<file path="src/rtl/nfc_pkg.sv">
package nfc_pkg;
  // operation codes seen on req_op
  localparam logic [2:0] OP_READ   = 3'd0;
  localparam logic [2:0] OP_PROG   = 3'd1;
  localparam logic [2:0] OP_ERASE  = 3'd2;
  localparam logic [2:0] OP_STATUS = 3'd3;
  localparam logic [2:0] OP_ID     = 3'd4;
  localparam logic [2:0] OP_RESET  = 3'd5;

  // device command bytes
  localparam logic [7:0] CMD_RD_LO    = 8'h00;
  localparam logic [7:0] CMD_RD_HI    = 8'h01;
  localparam logic [7:0] CMD_RD_SPARE = 8'h50;
  localparam logic [7:0] CMD_PG_SETUP = 8'h80;
  localparam logic [7:0] CMD_PG_GO    = 8'h10;
  localparam logic [7:0] CMD_ER_SETUP = 8'h60;
  localparam logic [7:0] CMD_ER_GO    = 8'hD0;
  localparam logic [7:0] CMD_STATUS   = 8'h70;
  localparam logic [7:0] CMD_ID       = 8'h90;
  localparam logic [7:0] CMD_RESET    = 8'hFF;

  typedef enum logic [1:0] {CYC_CMD, CYC_ADDR, CYC_WR, CYC_RD} cyc_kind_e;
endpackage

</file>
<file path="src/rtl/nfc_bus_cycle.sv">
// One flash bus cycle: setup, strobe low, strobe high, then ack.
module nfc_bus_cycle
  import nfc_pkg::*;
#(
  parameter int T_SETUP = 1,
  parameter int T_LOW   = 2,
  parameter int T_HIGH  = 2
) (
  input  logic      clk,
  input  logic      rst_n,
  input  logic      start,
  input  cyc_kind_e kind,
  input  logic [7:0] byte_in,
  input  logic [7:0] io_in,
  output logic      cle,
  output logic      ale,
  output logic      we_n,
  output logic      re_n,
  output logic [7:0] io_out,
  output logic      io_oe,
  output logic      ack,
  output logic [7:0] rd_byte
);
  localparam int TM1 = (T_SETUP > T_LOW) ? T_SETUP : T_LOW;
  localparam int TMX = (TM1 > T_HIGH) ? TM1 : T_HIGH;
  localparam int CW  = (TMX < 2) ? 1 : $clog2(TMX);

  typedef enum logic [1:0] {PH_IDLE, PH_SETUP, PH_LOW, PH_HIGH} ph_e;

  ph_e        ph_q, ph_d;
  logic [CW-1:0] cnt_q, cnt_d;
  cyc_kind_e  kind_q, kind_d;
  logic [7:0] byte_q, byte_d;
  logic [7:0] rd_q, rd_d;
  logic       cnt_last;

  always_comb begin
    case (ph_q)
      PH_SETUP: cnt_last = (cnt_q == CW'(T_SETUP - 1));
      PH_LOW:   cnt_last = (cnt_q == CW'(T_LOW - 1));
      PH_HIGH:  cnt_last = (cnt_q == CW'(T_HIGH - 1));
      default:  cnt_last = 1'b0;
    endcase
  end

  always_comb begin
    ph_d   = ph_q;
    cnt_d  = cnt_q;
    kind_d = kind_q;
    byte_d = byte_q;
    rd_d   = rd_q;
    case (ph_q)
      PH_IDLE: if (start) begin
        ph_d   = PH_SETUP;
        cnt_d  = '0;
        kind_d = kind;
        byte_d = byte_in;
      end
      PH_SETUP: if (cnt_last) begin
        ph_d  = PH_LOW;
        cnt_d = '0;
      end else cnt_d = cnt_q + 1'b1;
      PH_LOW: if (cnt_last) begin
        ph_d  = PH_HIGH;
        cnt_d = '0;
        if (kind_q == CYC_RD) rd_d = io_in;
      end else cnt_d = cnt_q + 1'b1;
      PH_HIGH: if (cnt_last) ph_d = PH_IDLE;
               else cnt_d = cnt_q + 1'b1;
      default: ph_d = PH_IDLE;
    endcase
  end

  always_ff @(posedge clk or negedge rst_n) begin
    if (!rst_n) begin
      ph_q   <= PH_IDLE;
      cnt_q  <= '0;
      kind_q <= CYC_CMD;
      byte_q <= '0;
      rd_q   <= '0;
    end else begin
      ph_q   <= ph_d;
      cnt_q  <= cnt_d;
      kind_q <= kind_d;
      byte_q <= byte_d;
      rd_q   <= rd_d;
    end
  end

  logic active;
  assign active  = (ph_q != PH_IDLE);
  assign cle     = active && (kind_q == CYC_CMD);
  assign ale     = active && (kind_q == CYC_ADDR);
  assign we_n    = !((ph_q == PH_LOW) && (kind_q != CYC_RD));
  assign re_n    = !((ph_q == PH_LOW) && (kind_q == CYC_RD));
  assign io_oe   = active && (kind_q != CYC_RD);
  assign io_out  = byte_q;
  assign ack     = (ph_q == PH_HIGH) && cnt_last;
  assign rd_byte = rd_q;

  p_latch_excl_r2: assert property (@(posedge clk) disable iff (!rst_n)
    !(cle && ale));
  p_strobe_excl_r3: assert property (@(posedge clk) disable iff (!rst_n)
    !(!we_n && !re_n));
  p_hold_at_rise_r3: assert property (@(posedge clk) disable iff (!rst_n)
    $rose(we_n) |-> ($stable(cle) && $stable(ale) && $stable(io_out)));
endmodule

</file>
<file path="src/rtl/nfc_ready_wait.sv">
// Fixed wait window, then poll the synchronised ready/busy line.
module nfc_ready_wait #(
  parameter int T_WB   = 4,
  parameter int SYNC_N = 2
) (
  input  logic clk,
  input  logic rst_n,
  input  logic rb_n,
  input  logic start,
  output logic ready
);
  localparam int WW = (T_WB < 2) ? 1 : $clog2(T_WB);

  typedef enum logic [1:0] {W_IDLE, W_HOLD, W_POLL} w_e;

  w_e              st_q, st_d;
  logic [WW-1:0]   cnt_q, cnt_d;
  logic [SYNC_N-1:0] sync_q;
  logic            rb_s;

  assign rb_s = sync_q[SYNC_N-1];

  always_comb begin
    st_d  = st_q;
    cnt_d = cnt_q;
    case (st_q)
      W_IDLE: if (start) begin
        st_d  = W_HOLD;
        cnt_d = '0;
      end
      W_HOLD: if (cnt_q == WW'(T_WB - 1)) st_d = W_POLL;
              else cnt_d = cnt_q + 1'b1;
      W_POLL: if (rb_s) st_d = W_IDLE;
      default: st_d = W_IDLE;
    endcase
  end

  always_ff @(posedge clk or negedge rst_n) begin
    if (!rst_n) begin
      st_q   <= W_IDLE;
      cnt_q  <= '0;
      sync_q <= '1;
    end else begin
      st_q   <= st_d;
      cnt_q  <= cnt_d;
      sync_q <= {sync_q[SYNC_N-2:0], rb_n};
    end
  end

  assign ready = (st_q == W_POLL) && rb_s;

  p_ready_after_free_r7: assert property (@(posedge clk) disable iff (!rst_n)
    ready |-> $past(rb_n, 2));
endmodule

</file>
<file path="src/rtl/nfc_sequencer.sv">
module nfc_sequencer
  import nfc_pkg::*;
#(
  parameter int T_SETUP = 1,
  parameter int T_LOW   = 2,
  parameter int T_HIGH  = 2,
  parameter int T_WB    = 4,
  parameter int ROW_W   = 16,   // multiple of 8
  parameter int LEN_W   = 10
) (
  input  logic             clk,
  input  logic             rst_n,
  input  logic             req_start,
  input  logic [2:0]       req_op,
  input  logic [1:0]       req_area,
  input  logic [7:0]       req_col,
  input  logic [ROW_W-1:0] req_row,
  input  logic [LEN_W-1:0] req_len,
  output logic             busy,
  output logic             done,
  output logic             status_fail,
  input  logic [7:0]       wr_data,
  output logic             wr_take,
  output logic [7:0]       rd_data,
  output logic             rd_valid,
  output logic [7:0]       nf_io_out,
  output logic             nf_io_oe,
  input  logic [7:0]       nf_io_in,
  output logic             nf_cle,
  output logic             nf_ale,
  output logic             nf_ce_n,
  output logic             nf_we_n,
  output logic             nf_re_n,
  input  logic             nf_rb_n
);
  localparam int ROW_BYTES = ROW_W / 8;
  localparam int AIW       = $clog2(ROW_BYTES + 1);

  typedef enum logic [3:0] {
    S_IDLE, S_CMD1, S_ADDR, S_WR, S_CMD2, S_WAIT, S_STCMD, S_STRD, S_RD, S_DONE
  } st_e;

  // reset: asserted asynchronously, released on the clock
  logic [1:0] rst_pipe;
  logic       rst_int;
  always_ff @(posedge clk or negedge rst_n) begin
    if (!rst_n) rst_pipe <= 2'b00;
    else        rst_pipe <= {rst_pipe[0], 1'b1};
  end
  assign rst_int = rst_pipe[1];

  st_e              st_q, st_d;
  logic [2:0]       op_q, op_d;
  logic [1:0]       area_q, area_d;
  logic [7:0]       col_q, col_d;
  logic [ROW_W-1:0] row_q, row_d;
  logic [LEN_W-1:0] len_q, len_d;
  logic [LEN_W-1:0] cnt_q, cnt_d;
  logic [AIW-1:0]   idx_q, idx_d;
  logic             launched_q, launched_d;
  logic             fail_q, fail_d;

  logic             cyc_start, cyc_ack, rdy_start, rdy_done;
  cyc_kind_e        cyc_kind;
  logic [7:0]       cyc_byte, cyc_rd, first_cmd, addr_byte;
  logic             in_cycle, len_zero, cnt_end;

  assign len_zero = (len_q == '0);
  assign cnt_end  = (cnt_q == len_q - 1'b1);

  always_comb begin
    case (op_q)
      OP_READ:   first_cmd = (area_q == 2'd0) ? CMD_RD_LO :
                             (area_q == 2'd1) ? CMD_RD_HI : CMD_RD_SPARE;
      OP_PROG:   first_cmd = CMD_PG_SETUP;
      OP_ERASE:  first_cmd = CMD_ER_SETUP;
      OP_STATUS: first_cmd = CMD_STATUS;
      OP_ID:     first_cmd = CMD_ID;
      default:   first_cmd = CMD_RESET;
    endcase
  end

  always_comb begin
    addr_byte = col_q;
    for (int k = 0; k < ROW_BYTES; k++)
      if (idx_q == AIW'(k + 1)) addr_byte = row_q[8*k +: 8];
  end

  // what the bus-cycle engine does in each step
  always_comb begin
    in_cycle = 1'b1;
    cyc_kind = CYC_CMD;
    cyc_byte = first_cmd;
    case (st_q)
      S_CMD1:  ;
      S_ADDR:  begin cyc_kind = CYC_ADDR; cyc_byte = addr_byte; end
      S_WR:    begin cyc_kind = CYC_WR;   cyc_byte = wr_data;   end
      S_CMD2:  cyc_byte = (op_q == OP_PROG) ? CMD_PG_GO : CMD_ER_GO;
      S_STCMD: cyc_byte = CMD_STATUS;
      S_STRD, S_RD: cyc_kind = CYC_RD;
      default: in_cycle = 1'b0;
    endcase
  end

  assign cyc_start = in_cycle && !launched_q;
  assign rdy_start = (st_q == S_WAIT) && !launched_q;

  always_comb begin
    st_d   = st_q;
    op_d   = op_q;
    area_d = area_q;
    col_d  = col_q;
    row_d  = row_q;
    len_d  = len_q;
    cnt_d  = cnt_q;
    idx_d  = idx_q;
    fail_d = fail_q;
    case (st_q)
      S_IDLE: if (req_start) begin
        op_d   = req_op;
        area_d = req_area;
        col_d  = req_col;
        row_d  = req_row;
        len_d  = req_len;
        fail_d = 1'b0;
        cnt_d  = '0;
        st_d   = (req_op > OP_RESET) ? S_DONE : S_CMD1;
      end
      S_CMD1: if (cyc_ack) begin
        case (op_q)
          OP_READ, OP_PROG: begin st_d = S_ADDR; idx_d = '0; end
          OP_ERASE:         begin st_d = S_ADDR; idx_d = AIW'(1); end
          OP_STATUS:        st_d = S_RD;
          OP_ID:            st_d = len_zero ? S_DONE : S_RD;
          default:          st_d = S_WAIT;
        endcase
      end
      S_ADDR: if (cyc_ack) begin
        if (idx_q == AIW'(ROW_BYTES)) begin
          case (op_q)
            OP_READ: st_d = S_WAIT;
            OP_PROG: st_d = len_zero ? S_CMD2 : S_WR;
            default: st_d = S_CMD2;
          endcase
        end else idx_d = idx_q + 1'b1;
      end
      S_WR: if (cyc_ack) begin
        cnt_d = cnt_q + 1'b1;
        if (cnt_end) st_d = S_CMD2;
      end
      S_CMD2: if (cyc_ack) st_d = S_WAIT;
      S_WAIT: if (rdy_done) begin
        case (op_q)
          OP_READ:           st_d = len_zero ? S_DONE : S_RD;
          OP_PROG, OP_ERASE: st_d = S_STCMD;
          default:           st_d = S_DONE;
        endcase
      end
      S_STCMD: if (cyc_ack) st_d = S_STRD;
      S_STRD: if (cyc_ack) begin
        fail_d = cyc_rd[0];
        st_d   = S_DONE;
      end
      S_RD: if (cyc_ack) begin
        cnt_d = cnt_q + 1'b1;
        if ((op_q == OP_STATUS) || cnt_end) st_d = S_DONE;
      end
      S_DONE: st_d = S_IDLE;
      default: st_d = S_IDLE;
    endcase
  end

  always_comb begin
    launched_d = launched_q | cyc_start | rdy_start;
    if (st_d != st_q || cyc_ack || rdy_done) launched_d = 1'b0;
  end

  always_ff @(posedge clk or negedge rst_int) begin
    if (!rst_int) begin
      st_q       <= S_IDLE;
      op_q       <= '0;
      area_q     <= '0;
      col_q      <= '0;
      row_q      <= '0;
      len_q      <= '0;
      cnt_q      <= '0;
      idx_q      <= '0;
      launched_q <= 1'b0;
      fail_q     <= 1'b0;
    end else begin
      st_q       <= st_d;
      op_q       <= op_d;
      area_q     <= area_d;
      col_q      <= col_d;
      row_q      <= row_d;
      len_q      <= len_d;
      cnt_q      <= cnt_d;
      idx_q      <= idx_d;
      launched_q <= launched_d;
      fail_q     <= fail_d;
    end
  end

  nfc_bus_cycle #(.T_SETUP(T_SETUP), .T_LOW(T_LOW), .T_HIGH(T_HIGH)) u_cycle (
    .clk     (clk),
    .rst_n   (rst_int),
    .start   (cyc_start),
    .kind    (cyc_kind),
    .byte_in (cyc_byte),
    .io_in   (nf_io_in),
    .cle     (nf_cle),
    .ale     (nf_ale),
    .we_n    (nf_we_n),
    .re_n    (nf_re_n),
    .io_out  (nf_io_out),
    .io_oe   (nf_io_oe),
    .ack     (cyc_ack),
    .rd_byte (cyc_rd)
  );

  nfc_ready_wait #(.T_WB(T_WB), .SYNC_N(2)) u_ready (
    .clk   (clk),
    .rst_n (rst_int),
    .rb_n  (nf_rb_n),
    .start (rdy_start),
    .ready (rdy_done)
  );

  assign busy        = (st_q != S_IDLE);
  assign done        = (st_q == S_DONE);
  assign nf_ce_n     = (st_q == S_IDLE) || (st_q == S_DONE);
  assign status_fail = fail_q;
  assign wr_take     = (st_q == S_WR) && cyc_ack;
  assign rd_valid    = (st_q == S_RD) && cyc_ack;
  assign rd_data     = cyc_rd;

  p_busy_req_ignored_r10: assert property (@(posedge clk) disable iff (!rst_int)
    (busy && req_start) |=> $stable(op_q));
  p_done_one_cycle_r9: assert property (@(posedge clk) disable iff (!rst_int)
    done |=> !done);
  p_ce_with_strobe_r2: assert property (@(posedge clk) disable iff (!rst_int)
    (!nf_we_n || !nf_re_n) |-> !nf_ce_n);
  p_take_only_prog_r5: assert property (@(posedge clk) disable iff (!rst_int)
    wr_take |-> (op_q == OP_PROG));
endmodule

</file>
<file path="config.mk">
export PLATFORM = sky130hd
export DESIGN_NAME = nfc_sequencer
export DESIGN_NICKNAME = d
export VERILOG_FILES = /design/src/rtl/nfc_pkg.sv /design/src/rtl/nfc_bus_cycle.sv /design/src/rtl/nfc_ready_wait.sv /design/src/rtl/nfc_sequencer.sv
export SDC_FILE = /design/constraint.sdc
export NUM_CORES = 1
export LEC_CHECK = 0
export BUFFER_PORTS_ARGS = -buffer_cell sky130_fd_sc_hd__buf_2
export CAP_MARGIN = 20
export CORE_AREA = 2 2 119 121
export CTS_CLUSTER_DIAMETER = 50
export CTS_CLUSTER_SIZE = 20
export DETAILED_ROUTE_END_ITERATION = 12
export DIE_AREA = 0 0 121 123
export GPL_TIMING_DRIVEN = 0
export PLACE_DENSITY = 0.65
export SYNTH_ARGS = -nofsm -noshare
export SYNTH_HDL_FRONTEND = slang
export SYNTH_SLANG_ARGS = --single-unit
</file>
<file path="constraint.sdc">
create_clock -name clk -period 4.17 [get_ports clk]
set_clock_uncertainty 0.2 [all_clocks]
set_input_delay 0.417 -clock clk [delete_from_list [all_inputs] [get_ports clk]]
set_output_delay 0.417 -clock clk [all_outputs]
set_load 0.1 [all_outputs]
</file>
[After elaboration in Yosys (flattened, before gate mapping)]
Cells that the tools add are included.
Word-level totals
  register bits: 86
  input bits: 59
  output and inout port bits: 27
  logic and storage cells: 177
Cells by class
  add/sub/neg operators: 5
  magnitude comparators: 1
  eq/ne operators: 43
  mux-type cells: 57
  bitwise logic cells: 3
  reduce and logical (&&, ||, !) cells: 49
Operators with widths (number)
  two-way mux 4 bit: 13
  one-hot mux 8 bit (5 select lines): 1
  one-hot mux 4 bit (9 select lines): 1
  one-hot mux 8 bit (4 select lines): 1
  two-way mux 2 bit: 12
  two-way mux 8 bit: 3
  two-way mux 10 bit: 2
  inequality test 2 bit, second input constant: 10
  one-hot mux 10 bit (2 select lines): 1
  == test 4 x 3 -> 1 bit, second input constant: 4
  AND reduction 3 bit: 5
  two-way mux 7 bit: 2
  == test 2 bit, second input constant: 6
  inequality test 2 x 1 -> 1 bit, second input constant: 6
  one-hot mux 2 bit (2 select lines): 3
  one-hot mux 2 bit (3 select lines): 2
  one-hot mux 4 bit (3 select lines): 1
  OR reduction 2 bit: 6
  logical AND 1 bit: 11
  adder 10 x 1 -> 10 bit, second input constant: 1
  == test 10 bit: 1
  == test 2 x 1 -> 1 bit, second input constant: 5
  zero test 10 bit: 1
  nonzero test 2 bit: 5
  32 further kinds: 55

[Depth between registers and ports, before layout]
Gate-level depths: netlist of the first run.
  depth in word-level cells: 10
  mapped depth: 10
  mapped depth without buffers: 8

[Modules after synthesis]
From an unflattened synthesis of the first run, not the netlist that was laid out.
Unflattened totals
  cells, all modules: 540
  area, all modules: 4843.4 um^2
By module, submodules not included
  nfc_sequencer: times used 1, cells an instance 453, area each 3632.2 um^2, seq. area each 1476.4 um^2
  nfc_bus_cycle: times used 1, cells an instance 65, area each 939.7 um^2, seq. area each 525.5 um^2
  nfc_ready_wait: times used 1, cells an instance 22, area each 271.5 um^2, seq. area each 152.6 um^2

[Worst setup path before layout of the first run]
Ideal clock, no wire load.
  path type: reg2out
  start point: register st_q[1]
  end point: output port nf_ce_n
  arrival: 2.959 ns
  data required time: 3.553 ns
  setup slack: 0.594 ns
  cell stages (with the launch flop): 5
  path buffers: 2
  cell sequence: dfrtp_1 clkbuf_1 nand2b_1 clkbuf_1 o21ai_0
Between the ends
  longest elaborated chain between the ends: 2
  elaborated cells between the ends (all ways): 3
  those cells by class: 1 x eq/ne; 2 x reduce/logical
Ends and longest elaborated chain
  start, declared: line nfc_sequencer.sv:52  | st_e st_q, st_d;
  start signal, assigned: line nfc_sequencer.sv:191  | st_q <= st_d;
  == test 4 bit or zero test 4 bit (tied branches): line nfc_sequencer.sv:231  | assign nf_ce_n = (st_q == S_IDLE) || (st_q == S_DONE);
  logical OR 1 bit (*): line nfc_sequencer.sv:231
  end, declared: line nfc_sequencer.sv:31  | output logic nf_ce_n,
Every way passes the cells marked *; elsewhere a longest branch is shown, timed or not.

[Worst setup path in the final report of the first run]
  start point: register u_cycle.ph_q[1]
  end point: register cnt_q[9]
Between the ends
  longest elaborated chain between the ends: 6
  elaborated cells between the ends (all ways): 8
  those cells by class: 4 x eq/ne; 1 x mux; 3 x reduce/logical
Ends and longest elaborated chain
  start, declared: line nfc_bus_cycle.sv:30  | ph_e ph_q, ph_d;
  start signal, assigned: line nfc_bus_cycle.sv:82  | ph_q <= ph_d;
  == test 2 bit, on equally long branches: line nfc_bus_cycle.sv:38, nfc_bus_cycle.sv:98
  OR reduction 2 bit (no line)
  one-hot mux 1 bit (2 select lines): line nfc_bus_cycle.sv:38  | case (ph_q)
  logical AND 1 bit (*): line nfc_bus_cycle.sv:98  | assign ack = (ph_q == PH_HIGH) && cnt_last;
  inequality test 2 x 1 -> 1 bit (no line) (*)
  AND reduction 3 bit (no line) (*)
  end signal, assigned: line nfc_sequencer.sv:197  | cnt_q <= cnt_d;
  end, declared: line nfc_sequencer.sv:58  | logic [LEN_W-1:0] cnt_q, cnt_d;
Marked as above.
A chain may end at the register's enable or synchronous reset.

==> metrics.csv, run 1 <==
stage,metric,value,unit
clocking,cts_num_sinks,86,
sta,slew_violations,0,
global_route,grt_pass1_wl,20000,um
clocking,clockBufferDepth,2,
routing,drtIter0Drc,268,
critical_path,start_kind,flop,
logic_synthesis,ys_seq_area_share,45.8,%
routing,drcViolationCount,0,
logic_synthesis,syn_area,4700,um^2
logic_synthesis,yosys_register_bits,86,
sta,final.setup.worst_slack,1.03,ns
pwr,peakVddDrop,0.346,mV
pwr,leakage,2.64,nW
critical_path,critPathCaptureType,flop,
placement,port_buffers,85,
sta,fin_crit_sh,75.3,%
clocking,cts_tree,done,
placement,place_ws,1.06,ns
placement,detailed_place_hpwl,9410,um
clocking,postCtsSetupBuffers,0,
die,dieArea,14900,um^2
sta,timing.fmax,0.319,GHz
clocking,cts-root-buf,clkbuf_16,
layout,final_common_cell,nand2_1,
logic_synthesis,synthDistinctLibCells,61,
die,die_h,123,um
logic_synthesis,syn_nets,625,
clocking,clkTransAtPathRegs,0.07,ns
logic_synthesis,synth_cells,556,
global_route,grt_usage,16.7,%
critical_path,crit_arrival,3.20,ns
global_route,grt_max_degree,49,
die,core,13600,um^2
critical_path,crit_type,flop to flop,
logic_synthesis,synth_edf_count,0,
layout,finalNetCount,725,
logic_synthesis,avgSynthCellArea,8.46,um^2
logic_synthesis,synth-main-ff-cell,dfrtp_1,
sta,tns,0,ns
sta,hold_viol_final,0,
die,dieWidth,121,um
global_route,antenna_found_initial,0,
placement,place_congestion,0.928,
die,io_pins,86,
min_path,hold_path_class,input pin to flop,
layout,nFillCells,1359,
die,rows,43,
pwr,p_total,0.00486,W
pwr,power_density,850,nW/um^2
sta,layout_min_cycle_time,3.14,ns
routing,totalWireLength,12300,um
clocking,insertion_delay,0.34,ns
logic_synthesis,synthArstFlopShare,100,%
routing,ant_nets,0,
layout,drive_above_1_share,19.4,%
critical_path,critPathMaxFanout,10,
sta,setup_viol,0,
routing,wire_per_inst,14.6,um
layout,final_cell_mix,"nand2_1 (155), buf_2 (86), dfrtp_1 (83), o21ai_0 (44), nor2_1 (35)",
logic_synthesis,ys_warn_count,0,
clocking,cts-htree-levels,3,
layout,diodes,0,
routing,drt_first_pass_iters,6,
layout,area_growth,21.5,%
sta,grt_setup_unrepaired,false,
global_route,grt-ovfl-total,0,
sta,whs,0.0611,ns
sta,worst_pin_slew,0.771,ns
die,floorplan.initialDensity,34.6,%
routing,vias,4300,
sta,slew_headroom,47.3,%
run,maxCapViolations,0,
routing,via_per_inst,5.11,
clocking,numCtsBuffers,9,
outcome,status,"complete, no violations",
critical_path,cp.required,4.23,ns
global_route,grt_pass1_vias,4045,
-- kinds of logic after synthesis --
logic type                 Yosys count  share of synthesized area (%)
and+or+nand+nor                    256                           24.3
DFF                                 86                           45.8
AOI/OAI and AO/OA                  121                           16.1
adders and majority gates           10                           2.66
xor gates and xnor gates            15                           2.79
muxes                               20                           4.52
other                                1                         0.0797
buffers and inverters               47                           3.78
-- synthesized netlist by cell type, types with 3 or more instances --
cell type,n,area (um^2)
or3_1,6,37.5
xor2_1,6,52.6
or3b_2,3,26.3
and3_1,3,18.8
a221oi_1,5,43.8
dfrtp_1,84,2100
nand2_1,155,582
nor4_1,4,25.0
clkbuf_1,28,105
a21oi_1,24,120
mux2i_1,10,100
a31oi_1,5,31.3
o21a_1,3,22.5
nand3_1,7,35.0
inv_1,16,60.1
nand2b_1,6,37.5
o21ai_0,44,220
a211oi_1,4,30.0
mux2_2,10,113
xnor2_1,9,78.8
o31ai_1,3,22.5
nand4_1,7,43.8
a21o_1,4,30.0
nor2b_1,4,25.0
ha_1,10,125
o211ai_1,6,45.0
nor3_1,10,50.1
nor2_1,35,131
-- timing repair --
action / CTS / global route
hold endpoints to repair: 3 / 0
hold buffers: 2 / 0
resized for setup: 0 / 0
-- state kept, by name (all words and copies together), names as in the netlist --
name,cells
row_q,16
cnt_q,10
len_q,10
col_q,8
u_cycle.io_out,8
u_cycle.rd_byte,8
st_q,4
op_q,3
area_q,2
idx_q,2
rst_pipe,2
u_cycle.kind_q,2
u_cycle.ph_q,2
u_ready.cnt_q,2
u_ready.st_q,2
u_ready.sync_q,2
launched_q,1
status_fail,1
u_cycle.cnt_q,1
-- layout make-up --
class	instances	area (um^2)	area share, %
plain buffers	31	118	2.06
clock buffers	9	225	3.94
clock inverters	7	80.1	1.40
inverters	16	60.1	1.05
multi-input cells	423	2370	41.5
flip-flops and latches	86	2160	37.8
well taps	180	225	3.94
repair buffers	89	478	8.36
-- worst max-delay path, stage by stage (launching register included) --
cell and delay [ns]:
dfrtp_1 0.41, inv_1 0.12, ha_1 0.28, o21ai_1 0.29, or3_1 0.46, a21oi_2 0.38, nand4_1 0.34, or3_1 0.43
a21oi_1 0.15
-- final timing paths --
| check | startpoint | endpoint | slack (ns) | depth (start not counted) |
|---|---|---|---|---|
| setup / recovery | u_cycle.ph_q[1] | cnt_q[9] | 1.03 | 8 |
| hold / removal | req_len[5] | len_q[5] | 0.06 | 3 |
| setup reg to reg | u_cycle.ph_q[1] | cnt_q[9] | 1.03 | 8 |
| hold reg to reg | rst_pipe[1] | cnt_q[7] | 0.10 | 0 |
| max in group asynchronous | rst_pipe[1] | u_cycle.io_out[6] | 3.06 | 1 |
| min in group asynchronous | rst_pipe[1] | cnt_q[7] | 0.10 | 0 |
-- per-layer routing --
metal	vias up	wire (um)	GRT usage, %
met4	0	61	2.98
met5	-	0	0
met3	7	761	3.83
li1	2113	-	-
met1	2038	5850	22.9
met2	142	5650	27.5
-- power by group --
| part | total [W] | switching [W] | internal (W) |
|---|---|---|---|
| combinational | 0.00264 | 0.00190 | 0.000736 |
| clock | 0.000822 | 0.000349 | 0.000473 |
| sequential | 0.00140 | 0.000245 | 0.00115 |
-- through the flow --
step | instances | utilization, % | instance area, um^2
5_1_grt | 841 | 42.0 | 5720
4_1_cts | 840 | 42.0 | 5710
3_5_place_dp | 822 | 39.6 | 5390
6_report | 841 | 42.0 | 5720
3_3_place_gp | 821 | 39.3 | 5360
2_1_floorplan | 556 | - | 4700
Power figures use the tool's default switching activity.
==> run 2, diff against run 1 <==
==> constraint.sdc (replaced) <==
create_clock -name clk -period 3.1 [get_ports clk]
set_clock_uncertainty 0.2 [all_clocks]
set_input_delay 0.31 -clock clk [delete_from_list [all_inputs] [get_ports clk]]
set_output_delay 0.31 -clock clk [all_outputs]
set_load 0.1 [all_outputs]
==> run 2 against run 1 <==
Effect of this change: design area grew 7.3%; routed wire length increased by 4.4%; cell count is 4.9% higher; via count grew 4.0%; critical path depth is 3 lower; setup slack got worse by 0.83 ns; clock power grew 34%; power up 36%; die area unchanged; global-route usage is 0.87 points higher; combinational power increased by 38%; critical endpoint is now wr_take.
==> metrics.csv, run 2 (synthesized netlist as in run 1, its figures left out) <==
stage,metric,value,unit,change
sta,slew_violations,0,,unchanged
clocking,cts_tree,done,,
critical_path,critPathMaxFanout,10,,unchanged
pwr,leakage,2.81,nW,+6.6%
critical_path,crit_arrival,2.39,ns,-0.81 ns
routing,wire_per_inst,14.6,um,-0.48%
sta,setup_viol,0,,unchanged
die,die_h,123,um,unchanged
routing,drtIter0Drc,346,,+29%
sta,slew_headroom,48.8,%,+1.5 points
layout,finalNetCount,766,,+5.7%
layout,largest_register_ff_count,16,,unchanged
clocking,cts_num_sinks,86,,unchanged
sta,layout_min_cycle_time,2.90,ns,
routing,totalWireLength,12900,um,+4.4%
die,dieArea,14900,um^2,unchanged
outcome,status,"complete, no violations",,
critical_path,cp_num_buf_inv,3,,+2
global_route,grt_usage,17.6,%,+0.87 points
die,core,13600,um^2,unchanged
placement,detailed_place_hpwl,9410,um,about the same
layout,area_growth,30.4,%,
critical_path,path_delay_family,buffers and inverters,,
critical_path,slowest_delay,0.46,ns,about the same
layout,final_cell_mix,"nand2_1 (155), buf_2 (87), dfrtp_1 (83), o21ai_0 (43), dlygate4sd3_1 (42)",,
placement,port_buffers,85,,unchanged
layout,nFillCells,1314,,-3.3%
placement,place_congestion,0.948,,+2.1%
global_route,grt_pass1_vias,4235,,+4.7%
routing,drcViolationCount,0,,unchanged
placement,place_ws,-0.0311,ns,-1.10 ns
sta,final.setup.worst_slack,0.202,ns,-0.830 ns
clocking,insertion_delay,0.34,ns,about the same
layout,drive_above_1_share,18.8,%,-0.56 points
clocking,clkTransAtPathRegs,0.06,ns,about the same
layout,fin_util,45.1,%,+3.1 points
sta,worst_pin_slew,0.749,ns,-0.0220 ns
clocking,cts-root-buf,clkbuf_16,,
global_route,grt_pass1_wl,20900,um,+4.5%
routing,vias,4471,,+4.0%
die,rows,43,,unchanged
layout,final_common_cell,nand2_1,,
critical_path,cp.required,2.59,ns,-1.64 ns
min_path,holdPathStages,3,,unchanged
critical_path,start_kind,flop,,
min_path,hold_path_class,input pin to flop,,
critical_path,worst_r2r_path_depth,8,,unchanged
die,io_pins,86,,unchanged
global_route,antenna_found_initial,0,,unchanged
layout,diodes,0,,unchanged
die,floorplan.initialDensity,34.6,%,unchanged
routing,via_per_inst,5.07,,-0.86%
critical_path,crit_type,flop to primary output,,
layout,stdcell_area,6140,um^2,+7.3%
sta,timing.fmax,0.345,GHz,
placement,placed_area,5390,um^2,about the same
pwr,power_density,1080,nW/um^2,+27%
layout,reg.largest.list,"row_q (16), cnt_q (10), len_q (10)",,
layout,regMostFlops,row_q,,
sta,grt_setup_unrepaired,false,,
clocking,numCtsBuffers,9,,unchanged
routing,drt_first_pass_iters,5,,-1
clocking,cts-htree-levels,3,,unchanged
critical_path,path_cells,clkbuf_1 -> buf_1 -> nand3_1 -> nor2_1 -> buf_2,,
clocking,clockBufferDepth,2,,unchanged
critical_path,cp_num_cells,5,,-3
routing,ant_nets,0,,unchanged
global_route,grt_max_degree,45,,-8.2%
sta,fin_crit_sh,93.5,%,
critical_path,critPathCaptureType,primary output,,
run,maxCapViolations,0,,unchanged
global_route,grt-ovfl-total,0,,unchanged
sta,hold_viol_final,0,,unchanged
pwr,p_total,0.00661,W,+36%
die,dieWidth,121,um,unchanged
pwr,peakVddDrop,0.545,mV,+58%
critical_path,crit_slowest_cell,buf_2,,
==> run 2: cell types whose count changed in the layout (fill, tap and decap cells not counted), sizes merged <==
| cell | before | now |
|---|---|---|
| buf | 89 | 91 |
| dlygate4sd3 | 2 | 42 |
| clkbuf | 38 | 37 |
==> run 2: layout make-up <==
cell class                      count  area [um^2]  area share [%]
Tap cell                          180          225            3.67
Multi-Input combinational cell    423         2390            39.0
Timing Repair Buffer              130          878            14.3
Sequential cell                    86         2160            35.2
Inverter                           16         60.1           0.979
Buffer                             31          118            1.92
Clock buffer                        9          225            3.67
Clock inverter                      7         77.6            1.26
==> run 2: report_power, final <==
part	switching (W)	leakage, nW	internal [W]	total (W)
logic	0.00259	1.58	0.00103	0.00363
clock network	0.000464	0.147	0.000633	0.00110
registers	0.000338	1.08	0.00155	0.00189
==> run 2: stage by stage <==
stage                     TNS (ns)  instances  hold WS [ns]
after floorplan           -0.00182        556        -0.186
after global placement      -47.53        821        -0.102
after detailed placement   -0.0311        822       -0.0999
after CTS                        0        877      0.000203
after global routing             0        882       0.00204
final                            0        882       0.00450
==> run 2: repair_timing <==
item,4_1_cts,5_1_grt
pin swaps,0,1
endpoints found under the hold margin,40,3
setup buffers,0,1
endpoints found under the setup margin,3,3
resized for setup,1,1
hold buffers,39,3
==> run 2: final timing paths <==
check / startpoint / slack, ns / end
min in group asynchronous: rst_n / 0.07 / rst_pipe[1]
setup / recovery: st_q[0] / 0.20 / wr_take
setup reg to reg: u_cycle.ph_q[1] / 0.21 / cnt_q[9]
hold reg to reg: rst_pipe[1] / 0.12 / cnt_q[7]
max in group asynchronous: rst_pipe[1] / 1.93 / u_cycle.io_out[6]
hold / removal: req_len[1] / 0.005 / len_q[1]
==> run 2: worst reg2reg max path, delay by kind of cell, from the launching register on <==
kind                       cells  cell delay (ns)
and+or+nand+nor                3             1.11
AOI/OAI and AO/OA              3             0.65
DFF                            1             0.42
adders and majority gates      1             0.31
buffers and inverters          1             0.12
==> run 2: per-layer routing <==
| layer | track usage [%] | up-vias | share of wire [%] | wire, um |
|---|---|---|---|---|
| met5 | 0 | - | 0 | 0 |
| li1 | - | 2192 | - | - |
| met3 | 3.27 | 5 | 5.2 | 673 |
| met2 | 28.9 | 145 | 47 | 5980 |
| met1 | 24.2 | 2129 | 48 | 6120 |
| met4 | 4.00 | 0 | 0.61 | 78 |
==> run 3, diff against run 2 <==
--- a/config.mk
+++ b/config.mk
@@ -5,6 +5,7 @@
 export SDC_FILE = /design/constraint.sdc
 export NUM_CORES = 1
 export LEC_CHECK = 0
+export ABC_CLOCK_PERIOD_IN_PS = 3100
 export BUFFER_PORTS_ARGS = -buffer_cell sky130_fd_sc_hd__buf_2
 export CAP_MARGIN = 20
 export CORE_AREA = 2 2 119 121
@@ -13,7 +14,7 @@
 export DETAILED_ROUTE_END_ITERATION = 12
 export DIE_AREA = 0 0 121 123
 export GPL_TIMING_DRIVEN = 0
-export PLACE_DENSITY = 0.65
+export PLACE_DENSITY_LB_ADDON = 0.3
 export SYNTH_ARGS = -nofsm -noshare
 export SYNTH_HDL_FRONTEND = slang
 export SYNTH_SLANG_ARGS = --single-unit
==> run 3 against run 2 <==
Effect of this change: the run now ends with hold timing left; register-to-register slack lost 0.03 ns; combinational power is essentially flat; fmax shrank 0.62%; die area is the same; core utilization shrank 0.25 points; via count shrank 0.96%; worst hold slack lost 0.0091 ns; clock power is essentially flat; routed wire length is essentially flat; first-iteration DRC count shrank 45%; clock-buffer cell count grew 2; cell count shrank 0.68%; critical path type is now flop to flop; largest power group unchanged.
==> metrics.csv, run 3 (synthesized netlist as in run 1, its figures left out) <==
stage,metric,value,unit,change
outcome,status,finished with violations,,
outcome,violations,hold timing,,
routing,wire_per_inst,14.7,um,+0.60%
clocking,cts_num_sinks,86,,unchanged
clocking,cts-htree-levels,3,,unchanged
pwr,power_density,1080,nW/um^2,+0.18%
layout,reg.largest.list,"row_q (16), cnt_q (10), len_q (10)",,
routing,drt_first_pass_iters,6,,+1
die,core,13600,um^2,unchanged
global_route,grt-ovfl-total,0,,unchanged
global_route,grt_max_degree,47,,+4.4%
routing,via_per_inst,5.05,,-0.28%
placement,detailed_place_hpwl,9350,um,-0.71%
run,maxCapViolations,0,,unchanged
layout,nFillCells,1356,,+3.2%
critical_path,rrSetupSlack,0.18,ns,-0.03 ns
pwr,leakage,2.80,nW,-0.48%
global_route,met1_usage,23.2,%,-1.1 points
critical_path,critPathMaxFanout,10,,unchanged
clocking,postCtsSetupBuffers,0,,unchanged
routing,totalWireLength,12800,um,about the same
clocking,clkTransAtPathRegs,0.06,ns,about the same
critical_path,start_kind,flop,,
critical_path,critPathCaptureType,flop,,
clocking,cts_tree,done,,
global_route,grt_pass1_wl,20300,um,-3.0%
placement,place_congestion,0.921,,-2.9%
global_route,grt_pass1_vias,4222,,-0.31%
layout,drive_above_1_share,18.8,%,about the same
min_path,holdPathStages,3,,unchanged
sta,slew_violations,0,,unchanged
sta,whs,-0.00456,ns,-0.00906 ns
sta,grt_setup_unrepaired,false,,
clocking,cts-root-buf,clkbuf_16,,
die,floorplan.initialDensity,34.6,%,unchanged
clocking,insertion_delay,0.34,ns,about the same
die,dieWidth,121,um,unchanged
die,io_pins,86,,unchanged
sta,layout_min_cycle_time,2.92,ns,+0.0180 ns
critical_path,crit_type,flop to flop,,
global_route,met2_usage,28.7,%,-0.28 points
clocking,numCtsBuffers,9,,unchanged
sta,fin_crit_sh,94.1,%,+0.58 points
sta,setup_viol,0,,unchanged
layout,fin_util,44.8,%,-0.25 points
global_route,use_met3,2.86,%,-0.42 points
layout,diodes,0,,unchanged
sta,hold_viol_final,2,,+2
global_route,top_usage_layer,met2,,
die,die_h,123,um,unchanged
layout,fin_cells,876,,-0.68%
layout,regMostFlops,row_q,,
routing,vias,4428,,-0.96%
clocking,clockBufferDepth,2,,unchanged
routing,ant_nets,0,,unchanged
routing,drtIter0Drc,192,,-45%
min_path,hold_path_class,input pin to flop,,
layout,final_common_cell,nand2_1,,
sta,worst_pin_slew,0.678,ns,-0.0710 ns
global_route,antenna_found_initial,0,,unchanged
sta,tns,0,ns,unchanged
layout,area_growth,29.7,%,
placement,port_buffers,85,,unchanged
die,rows,43,,unchanged
die,dieArea,14900,um^2,unchanged
sta,timing.fmax,0.343,GHz,-0.62%
routing,drcViolationCount,0,,unchanged
global_route,grt_usage,17.2,%,-0.36 points
critical_path,cp.required,3.15,ns,+0.56 ns
placement,dp_cells,822,,unchanged
layout,largest_register_ff_count,16,,unchanged
critical_path,worst_r2r_path_depth,8,,unchanged
layout,final_cell_mix,"nand2_1 (155), buf_2 (87), dfrtp_1 (83), o21ai_0 (43), dlygate4sd3_1 (38)",,
layout,finalNetCount,761,,-0.65%
sta,slew_headroom,53.6,%,+4.9 points
pwr,peakVddDrop,0.391,mV,-28%
critical_path,crit_arrival,2.97,ns,+0.58 ns
## run 3: metrics by stage
step,cell area (um^2),total power (W),setup slack [ns]
finish,6100,0.00658,0.184
global route,6100,0.00704,0.00435
CTS,6070,0.00659,0.0587
detailed placement,5400,0.00543,-0.0174
global placement,5370,0.00535,-0.622
floorplan,4710,0.00462,-0.00182
## run 3: where the power goes
part	switching [W]	internal (W)	total [W]
registers	0.000309	0.00155	0.00186
logic	0.00258	0.00103	0.00362
clock network	0.000441	0.000668	0.00111
total	0.00333	0.00325	0.00658
## run 3: final timing paths
check | startpoint | end
max | u_cycle.ph_q[1] | cnt_q[9]
min | req_len[0] | len_q[0]
max reg2reg | u_cycle.ph_q[1] | cnt_q[9]
min reg2reg | rst_pipe[1] | cnt_q[5]
max in group asynchronous | rst_pipe[1] | u_cycle.io_out[6]
min in group asynchronous | rst_n | rst_pipe[1]
## run 3: repair_timing
action                                 4_1_cts  5_1_grt
setup endpoints to repair                    1        4
hold buffers                                36        2
endpoints found under the hold margin       37        2
resized for setup                            1        3
## run 3: per-layer routing
layer / part of all wire (%) / wire, um / up-vias
met1: 46 / 5920 / 2091
met5: 0 / 0 / -
li1: - / - / 2187
met4: 1.6 / 202 / 0
met2: 47 / 6080 / 136
met3: 5.0 / 639 / 14
## run 3: cell type report
type                    count  area, um^2  share of cell area (%)
multi-input cells         423        2390                    39.2
clock inverters             4        55.1                   0.902
well taps                 180         225                    3.69
inverters                  16        60.1                   0.984
plain buffers              31         119                    1.95
repair buffers            125         838                    13.7
flip-flops and latches     86        2160                    35.4
clock buffers              11         253                    4.14
## run 3: worst max-delay path: stages (launching register included)
cell and delay (ns):
dfrtp_1 0.41, inv_1 0.12, ha_1 0.29, o21ai_2 0.20, or3_1 0.44, a21oi_4 0.31
nand4_1 0.30, or3_1 0.42, a21oi_1 0.15
